File: src/rtl/vtrim_pkg.sv
// Shared widths, function codes and helpers for the trim converter receiver.
package vtrim_pkg;
    localparam int MAG_W  = 5;
    localparam int CODE_W = MAG_W + 1;
    localparam int FN_W   = 2;

    typedef enum logic [FN_W-1:0] {
        FN_CH0   = 2'd0,
        FN_CH1   = 2'd1,
        FN_CH2   = 2'd2,
        FN_RANGE = 2'd3
    } fn_e;

    // Convert a sign-magnitude code into a two's-complement step count.
    function automatic logic [CODE_W-1:0] code_to_steps(input logic [CODE_W-1:0] code);
        logic [CODE_W-1:0] mag;
        mag = {1'b0, code[MAG_W-1:0]};
        if (code[MAG_W]) return mag;
        return -mag;
    endfunction
endpackage

File: src/rtl/vtrim_bit_rx.sv
// Bus bit and byte framer.
// Synchronises SCL/SDA, detects START/STOP, shifts in bytes MSB first and
// runs the acknowledge slot. Assumes the clock oversamples SCL by at least
// eight times. The accept decision arrives on ack_req_i while byte_valid_o is high.
module vtrim_bit_rx #(
    parameter int SYNC_STAGES = 2,
    parameter int BYTE_W      = 8
) (
    input  logic              clk,
    input  logic              rst_n,
    input  logic              scl_i,
    input  logic              sda_i,
    input  logic              ack_req_i,
    output logic              sda_oe_o,
    output logic              byte_valid_o,
    output logic [BYTE_W-1:0] byte_o,
    output logic              first_o,
    output logic              start_o,
    output logic              stop_o
);
    localparam int BCNT_W = $clog2(BYTE_W + 1);
    localparam logic [BCNT_W-1:0] LAST_BIT = BCNT_W'(BYTE_W - 1);
    localparam logic [BCNT_W-1:0] FULL     = BCNT_W'(BYTE_W);

    logic [SYNC_STAGES-1:0] scl_pipe, sda_pipe;
    logic scl_s, sda_s, scl_q, sda_q;
    logic scl_rise, scl_fall;
    logic active, ack_slot, ack_want;
    logic [BCNT_W-1:0] bitcnt;
    logic [BYTE_W-1:0] shreg;

    // Bring the asynchronous bus lines into the clock domain (idle high).
    always_ff @(posedge clk) begin
        if (!rst_n) begin
            scl_pipe <= '1;
            sda_pipe <= '1;
            scl_q    <= 1'b1;
            sda_q    <= 1'b1;
        end else begin
            scl_pipe <= {scl_pipe[SYNC_STAGES-2:0], scl_i};
            sda_pipe <= {sda_pipe[SYNC_STAGES-2:0], sda_i};
            scl_q    <= scl_s;
            sda_q    <= sda_s;
        end
    end

    assign scl_s    = scl_pipe[SYNC_STAGES-1];
    assign sda_s    = sda_pipe[SYNC_STAGES-1];
    assign scl_rise = scl_s & ~scl_q;
    assign scl_fall = ~scl_s & scl_q;
    assign start_o  = scl_s & scl_q & sda_q & ~sda_s;
    assign stop_o   = scl_s & scl_q & ~sda_q & sda_s;

    // Frame bits into bytes and drive the acknowledge slot.
    always_ff @(posedge clk) begin
        if (!rst_n) begin
            active       <= 1'b0;
            bitcnt       <= '0;
            shreg        <= '0;
            first_o      <= 1'b1;
            ack_slot     <= 1'b0;
            ack_want     <= 1'b0;
            sda_oe_o     <= 1'b0;
            byte_valid_o <= 1'b0;
        end else begin
            byte_valid_o <= 1'b0;
            if (start_o) begin
                active   <= 1'b1;
                bitcnt   <= '0;
                first_o  <= 1'b1;
                ack_slot <= 1'b0;
                sda_oe_o <= 1'b0;
            end else if (stop_o) begin
                active   <= 1'b0;
                bitcnt   <= '0;
                first_o  <= 1'b1;
                ack_slot <= 1'b0;
                sda_oe_o <= 1'b0;
            end else if (active) begin
                if (scl_rise && !ack_slot && bitcnt < FULL) begin
                    shreg        <= {shreg[BYTE_W-2:0], sda_s};
                    bitcnt       <= bitcnt + 1'b1;
                    byte_valid_o <= (bitcnt == LAST_BIT);
                end
                if (byte_valid_o) begin
                    ack_want <= ack_req_i;
                end
                if (scl_fall) begin
                    if (ack_slot) begin
                        ack_slot <= 1'b0;
                        sda_oe_o <= 1'b0;
                        bitcnt   <= '0;
                        first_o  <= 1'b0;
                    end else if (bitcnt == FULL) begin
                        ack_slot <= 1'b1;
                        sda_oe_o <= ack_want;
                    end
                end
            end
        end
    end

    assign byte_o = shreg;

    AST_OE_IN_SLOT: assert property (@(posedge clk) disable iff (!rst_n)
        sda_oe_o |-> ack_slot);
    AST_VALID_PULSE: assert property (@(posedge clk) disable iff (!rst_n)
        byte_valid_o |=> !byte_valid_o);
endmodule

File: src/rtl/vtrim_frame_ctl.sv
// Transfer controller.
// Matches the address byte against the strap, counts the data bytes of one
// transfer and issues a write enable for each byte within the budget.
// Assumes byte_valid_i is a single-cycle pulse from the framer.
module vtrim_frame_ctl #(
    parameter int          BYTE_W    = 8,
    parameter int          MAX_BYTES = 4,
    parameter logic [3:0]  ADDR_HI   = 4'b1100
) (
    input  logic              clk,
    input  logic              rst_n,
    input  logic [1:0]        strap_i,
    input  logic              byte_valid_i,
    input  logic [BYTE_W-1:0] byte_i,
    input  logic              first_i,
    input  logic              start_i,
    input  logic              stop_i,
    output logic              ack_req_o,
    output logic              wr_en_o
);
    localparam int CNT_W = $clog2(MAX_BYTES + 1);
    localparam logic [CNT_W-1:0] CNT_MAX = CNT_W'(MAX_BYTES);

    logic             addressed;
    logic [CNT_W-1:0] cnt;
    logic             addr_match, room;

    assign addr_match = (byte_i == {ADDR_HI, strap_i, 1'b1, 1'b0});
    assign room       = (cnt < CNT_MAX);
    assign ack_req_o  = first_i ? addr_match : (addressed && room);
    assign wr_en_o    = byte_valid_i && !first_i && addressed && room;

    // Track addressing and the per-transfer byte budget.
    always_ff @(posedge clk) begin
        if (!rst_n) begin
            addressed <= 1'b0;
            cnt       <= '0;
        end else if (start_i || stop_i) begin
            addressed <= 1'b0;
            cnt       <= '0;
        end else if (byte_valid_i && first_i) begin
            addressed <= addr_match;
            cnt       <= '0;
        end else if (wr_en_o) begin
            cnt <= cnt + 1'b1;
        end
    end

    AST_CNT_BOUND: assert property (@(posedge clk) disable iff (!rst_n)
        cnt <= CNT_MAX);
    AST_WR_NEEDS_ADDR: assert property (@(posedge clk) disable iff (!rst_n)
        wr_en_o |-> addressed);
endmodule

File: src/rtl/vtrim_reg_bank.sv
// Channel and range registers.
// Decodes the function field of a committed byte, loads the selected code,
// pulses the update strobe and derives step counts and the step rank.
// Assumes NCONV is at most three, so code 11 always means the range.
module vtrim_reg_bank
    import vtrim_pkg::*;
#(
    parameter int NCONV  = 3,
    parameter int BYTE_W = 8
) (
    input  logic                    clk,
    input  logic                    rst_n,
    input  logic                    wr_en_i,
    input  logic [BYTE_W-1:0]       wr_byte_i,
    output logic                    upd_o,
    output logic [NCONV*CODE_W-1:0] conv_code_o,
    output logic [NCONV*CODE_W-1:0] conv_steps_o,
    output logic [1:0]              range_code_o,
    output logic [1:0]              step_idx_o
);
    logic [NCONV-1:0][CODE_W-1:0] codes_q;
    logic [1:0]                   range_q;
    fn_e                          fsel;

    assign fsel = fn_e'(wr_byte_i[BYTE_W-1 -: FN_W]);

    generate
        for (genvar c = 0; c < NCONV; c++) begin : g_ch
            // Load this channel's code when its function code is addressed.
            always_ff @(posedge clk) begin
                if (!rst_n) begin
                    codes_q[c] <= '0;
                end else if (wr_en_i && fsel == fn_e'(c)) begin
                    codes_q[c] <= wr_byte_i[CODE_W-1:0];
                end
            end

            assign conv_steps_o[c*CODE_W +: CODE_W] = code_to_steps(codes_q[c]);

            AST_ZERO_MAG: assert property (@(posedge clk) disable iff (!rst_n)
                (conv_code_o[c*CODE_W +: MAG_W] == '0)
                    |-> (conv_steps_o[c*CODE_W +: CODE_W] == '0));
        end
    endgenerate

    // Load the shared range code and raise the per-byte update pulse.
    always_ff @(posedge clk) begin
        if (!rst_n) begin
            range_q <= '0;
            upd_o   <= 1'b0;
        end else begin
            upd_o <= wr_en_i;
            if (wr_en_i && fsel == FN_RANGE) begin
                range_q <= wr_byte_i[1:0];
            end
        end
    end

    assign conv_code_o  = codes_q;
    assign range_code_o = range_q;
    assign step_idx_o   = ~range_q;

    AST_HOLD_NO_WRITE: assert property (@(posedge clk) disable iff (!rst_n)
        !wr_en_i |=> ($stable(conv_code_o) && $stable(range_code_o)));
endmodule

File: src/rtl/vtrim_dac_rx.sv
// Top of the trim converter command receiver.
// Joins the bus framer, transfer controller and register bank. Assumes the
// bus is oversampled by clk and that SDA is wired-AND with sda_oe_o outside.
module vtrim_dac_rx
    import vtrim_pkg::*;
#(
    parameter int NCONV     = 3,
    parameter int MAX_BYTES = 4
) (
    input  logic                    clk,
    input  logic                    rst_n,
    input  logic                    scl_i,
    input  logic                    sda_i,
    input  logic [1:0]              strap_i,
    output logic                    sda_oe_o,
    output logic                    upd_o,
    output logic [NCONV*CODE_W-1:0] conv_code_o,
    output logic [NCONV*CODE_W-1:0] conv_steps_o,
    output logic [1:0]              range_code_o,
    output logic [1:0]              step_idx_o
);
    localparam int BYTE_W = 8;

    logic              byte_valid, first, bus_start, bus_stop, ack_req, wr_en;
    logic [BYTE_W-1:0] rx_byte;

    vtrim_bit_rx #(.SYNC_STAGES(2), .BYTE_W(BYTE_W)) u_bit_rx (
        .clk          (clk),
        .rst_n        (rst_n),
        .scl_i        (scl_i),
        .sda_i        (sda_i),
        .ack_req_i    (ack_req),
        .sda_oe_o     (sda_oe_o),
        .byte_valid_o (byte_valid),
        .byte_o       (rx_byte),
        .first_o      (first),
        .start_o      (bus_start),
        .stop_o       (bus_stop)
    );

    vtrim_frame_ctl #(.BYTE_W(BYTE_W), .MAX_BYTES(MAX_BYTES)) u_frame (
        .clk          (clk),
        .rst_n        (rst_n),
        .strap_i      (strap_i),
        .byte_valid_i (byte_valid),
        .byte_i       (rx_byte),
        .first_i      (first),
        .start_i      (bus_start),
        .stop_i       (bus_stop),
        .ack_req_o    (ack_req),
        .wr_en_o      (wr_en)
    );

    vtrim_reg_bank #(.NCONV(NCONV), .BYTE_W(BYTE_W)) u_bank (
        .clk          (clk),
        .rst_n        (rst_n),
        .wr_en_i      (wr_en),
        .wr_byte_i    (rx_byte),
        .upd_o        (upd_o),
        .conv_code_o  (conv_code_o),
        .conv_steps_o (conv_steps_o),
        .range_code_o (range_code_o),
        .step_idx_o   (step_idx_o)
    );

    AST_UPD_PULSE: assert property (@(posedge clk) disable iff (!rst_n)
        upd_o |=> !upd_o);
endmodule

File: config.mk
export PLATFORM = sky130hd
export DESIGN_NAME = vtrim_dac_rx
export DESIGN_NICKNAME = d
export VERILOG_FILES = /design/src/rtl/vtrim_pkg.sv /design/src/rtl/vtrim_bit_rx.sv /design/src/rtl/vtrim_frame_ctl.sv /design/src/rtl/vtrim_reg_bank.sv /design/src/rtl/vtrim_dac_rx.sv
export SDC_FILE = /design/constraint.sdc
export NUM_CORES = 1
export LEC_CHECK = 0
export BUFFER_PORTS_ARGS = -buffer_cell sky130_fd_sc_hd__clkbuf_2
export CORE_UTILIZATION = 58
export DETAILED_ROUTE_END_ITERATION = 10
export PLACE_DENSITY = 0.81
export SLEW_MARGIN = 20
export SYNTH_ARGS = -nofsm -noshare
export SYNTH_HDL_FRONTEND = slang
export SYNTH_SLANG_ARGS = --single-unit
File: constraint.sdc
create_clock -name clk -period 2.24 [get_ports clk]
set_input_delay 0.112 -clock clk [delete_from_list [all_inputs] [get_ports clk]]
set_output_delay 0.112 -clock clk [all_outputs]
set_load 0.01 [all_outputs]
==> summary.txt <==
post-route minimum period: 1.65 ns
Post-DRT Antenna Nets: 0
nets: 320
total track usage: 23.5%
CTS sink cnt: 49
port buffer count: 47
largest cells by area after synthesis: dfxtp_1 (43%), a21oi_1 (6.5%), mux2i_1 (5.7%)
Pins Over Slew Limit: 0
Setup WS pre-CTS: 0.636 ns
Post-CTS Hold Buffers: 2
cts repair resizes: 0
Area Overhead vs Synth: 16.6%
share of layout cells above drive strength 1: 21.0%
GPL Wtd Cong: 0.788
Tcrit/Tclk final: 73.4%
TNS Setup: 0 ns
ys async rst share: 0%
Std-Cell Rows: 22
# Post-CTS Setup Buffers: 0
Iteration-0 DRC Markers: 107
Worst setup EP type: register
count leader, synth: dfxtp_1
cells after synthesis: 267
post-route cell area: 2680 um2
EDFF count, synth: 0
clk_lat worst skew: 0.30 ns
Starting Density: 61.8%
Max-Cap Viols: 0
Static Leakage: 1.20 nW
compound-gate portion of the synthesized area: 14.2%
post-DP HPWL: 3.19 mm
final setup margin: 0.595 ns
Clock transition at path regs: 0.09 ns
core region area: 3720 um2
Finished Core Util: 72.0%
Synth Area in Adders: 3.27%
Synth Area in Simple Gates: 21.6%
maximum clock insertion buffer count: 2
Mapped Area: 2290 um2
drt total wl: 4.53 mm
Max FO, Critical Path: 13
die extent in x: 64.9 um
Startpoint Class: register
XOR/XNOR share of the synthesized area: 4.96%
first-pass GRT wire length: 7.65 mm
RSZ-0062 raised after global routing: no
Inserted Diodes: 0
clock skew: 0.00419 ns
drt drc: 0
power after layout: 1.65 mW
post-synthesis mux area share: 7.14%
outcome: completed
worst hold path type: primary input to register
post-synthesis sequential area ratio: 42.7%
largest family of logic cells by synthesized area: simple AND/OR/NAND/NOR gates
power density cells: 618 nW/um2
Post-synth top flop: dfxtp_1
CP required: 2.48 ns
CP Class: register to register
max_slew headroom: 60.1%
Final Hold Viols: 0
Synth Register Bits: 49
WP data arrival: 1.88 ns
root buf cell: clkbuf_8
vias per cell: 5.62
H-Tree Depth: 2
Cell Area, Placed: 2520 um2
top cells by count, synth: dfxtp_1 (49), a21oi_1 (30), nand2_1 (22)
Post-Syn Nets: 279
Die Ht: 64.9 um
IO Count: 48
vias in the first global route: 1833
leading area contributor after synthesis: dfxtp_1
initial antenna violation count: 0
pin count of the biggest net entering global routing: 29
Worst Tran Pin Value: 0.598 ns
wire length per cell: 12.7 um
CTS tree: built
synth unique cells: 41
GRT overflow: 0
Peak VDD IR: 0.464 mV
full die area: 4210 um2
flop2flop setup slack: 0.59 ns
Final setup violation count: 0
via count: 2005
syn avg cell area: 8.59 um2
Pre-Repair DR Iteration Count: 4
area share of the largest cell type after synthesis: 42.7%
TritonCTS Buffers: 5
Synth Warn #: 0
FMAX: 608 MHz
[sequential cells by signal, indices dropped and copies added (netlist names)]
register and flops:
u_bank.conv_code_o 18, u_bank.range_code_o 2, u_bank.upd_o 1, u_bit_rx.ack_slot 1, u_bit_rx.ack_want 1, u_bit_rx.active 1
u_bit_rx.bitcnt 4, u_bit_rx.byte_o 8, u_bit_rx.byte_valid_o 1, u_bit_rx.first_o 1, u_bit_rx.scl_pipe 2, u_bit_rx.scl_q 1
u_bit_rx.sda_oe_o 1, u_bit_rx.sda_pipe 2, u_bit_rx.sda_q 1, u_frame.addressed 1, u_frame.cnt 3
[metrics by stage]
stage | hold slack [ns] | instances
6_report | 0.200 | 357
2_1_floorplan | 0.213 | 267
4_1_cts | 0.197 | 357
3_3_place_gp | 0.295 | 347
3_5_place_dp | 0.306 | 347
5_1_grt | 0.219 | 357
[routing by layer]
| metal | share of wire (%) | up-vias | global-route usage, % |
|---|---|---|---|
| li1 | - | 1016 | - |
| met2 | 49 | 60 | 40.9 |
| met4 | 1.1 | 0 | 10.3 |
| met1 | 46 | 925 | 27.1 |
| met5 | 0 | - | 0 |
| met3 | 3.9 | 4 | 5.28 |
[cell families (layout without fill, tap and decap cells)]
kind of cell / count (synthesis) / after routing
AOI/OAI and AO/OA: 60 / 60
xor gates and xnor gates: 13 / 13
adders and majority gates: 6 / 6
buffers and inverters: 31 / 73
DFF: 49 / 49
muxes: 16 / 16
and+or+nand+nor: 92 / 92
[worst max-delay path: stages (launching register included)]
cell and delay (ns):
dfxtp_1 0.49, or4b_4 0.58, or3_1 0.37, a21oi_1 0.14
[cells in the final DEF (no fill, tap or decap), types with 2 or more instances in the layout]
| cell type | count |
|---|---|
| dfxtp_1 | 49 |
| clkbuf_2 | 47 |
| a21oi_1 | 30 |
| nand2_1 | 22 |
| o21ai_0 | 20 |
| nand3_1 | 16 |
| nor2_1 | 14 |
| mux2i_1 | 13 |
| inv_1 | 12 |
| xor2_1 | 9 |
| nor3_1 | 8 |
| nand2b_1 | 7 |
| ha_1 | 6 |
| nand4_1 | 5 |
| clkbuf_8 | 5 |
| xnor2_1 | 4 |
| mux2_2 | 3 |
| nand4b_1 | 3 |
| a31oi_1 | 3 |
| buf_4 | 3 |
| or3_1 | 2 |
| nor4b_1 | 2 |
| and3_1 | 2 |
| a21o_1 | 2 |
| o311ai_0 | 2 |
| nor2b_1 | 2 |
| bufinv_16 | 2 |
| dlygate4sd3_1 | 2 |
[power breakdown]
part | switching [mW] | internal [mW]
Sequential | 0.00830 | 0.876
Combinational | 0.0271 | 0.0155
Clock | 0.284 | 0.443
[final cells by class]
type	instances	area, um2
clock buffers	5	68.8
repair buffers	52	278
well taps	48	60.1
multi-input cells	187	1170
clock inverters	3	65.1
flip-flops and latches	49	981
fillers	305	1040
inverters	13	48.8
[path summary, 6_finish.rpt]
| path | startpoint | depth (start not counted) | endpoint |
|---|---|---|---|
| max | u_bit_rx.active | 3 | u_bit_rx.bitcnt[2] |
| min reg2reg | u_bit_rx.scl_pipe[0] | 1 | u_bit_rx.scl_pipe[1] |
| max reg2reg | u_bit_rx.active | 3 | u_bit_rx.bitcnt[2] |
| min | strap_i[1] | 4 | u_bit_rx.ack_want |
Power figures use the tool's default switching activity.
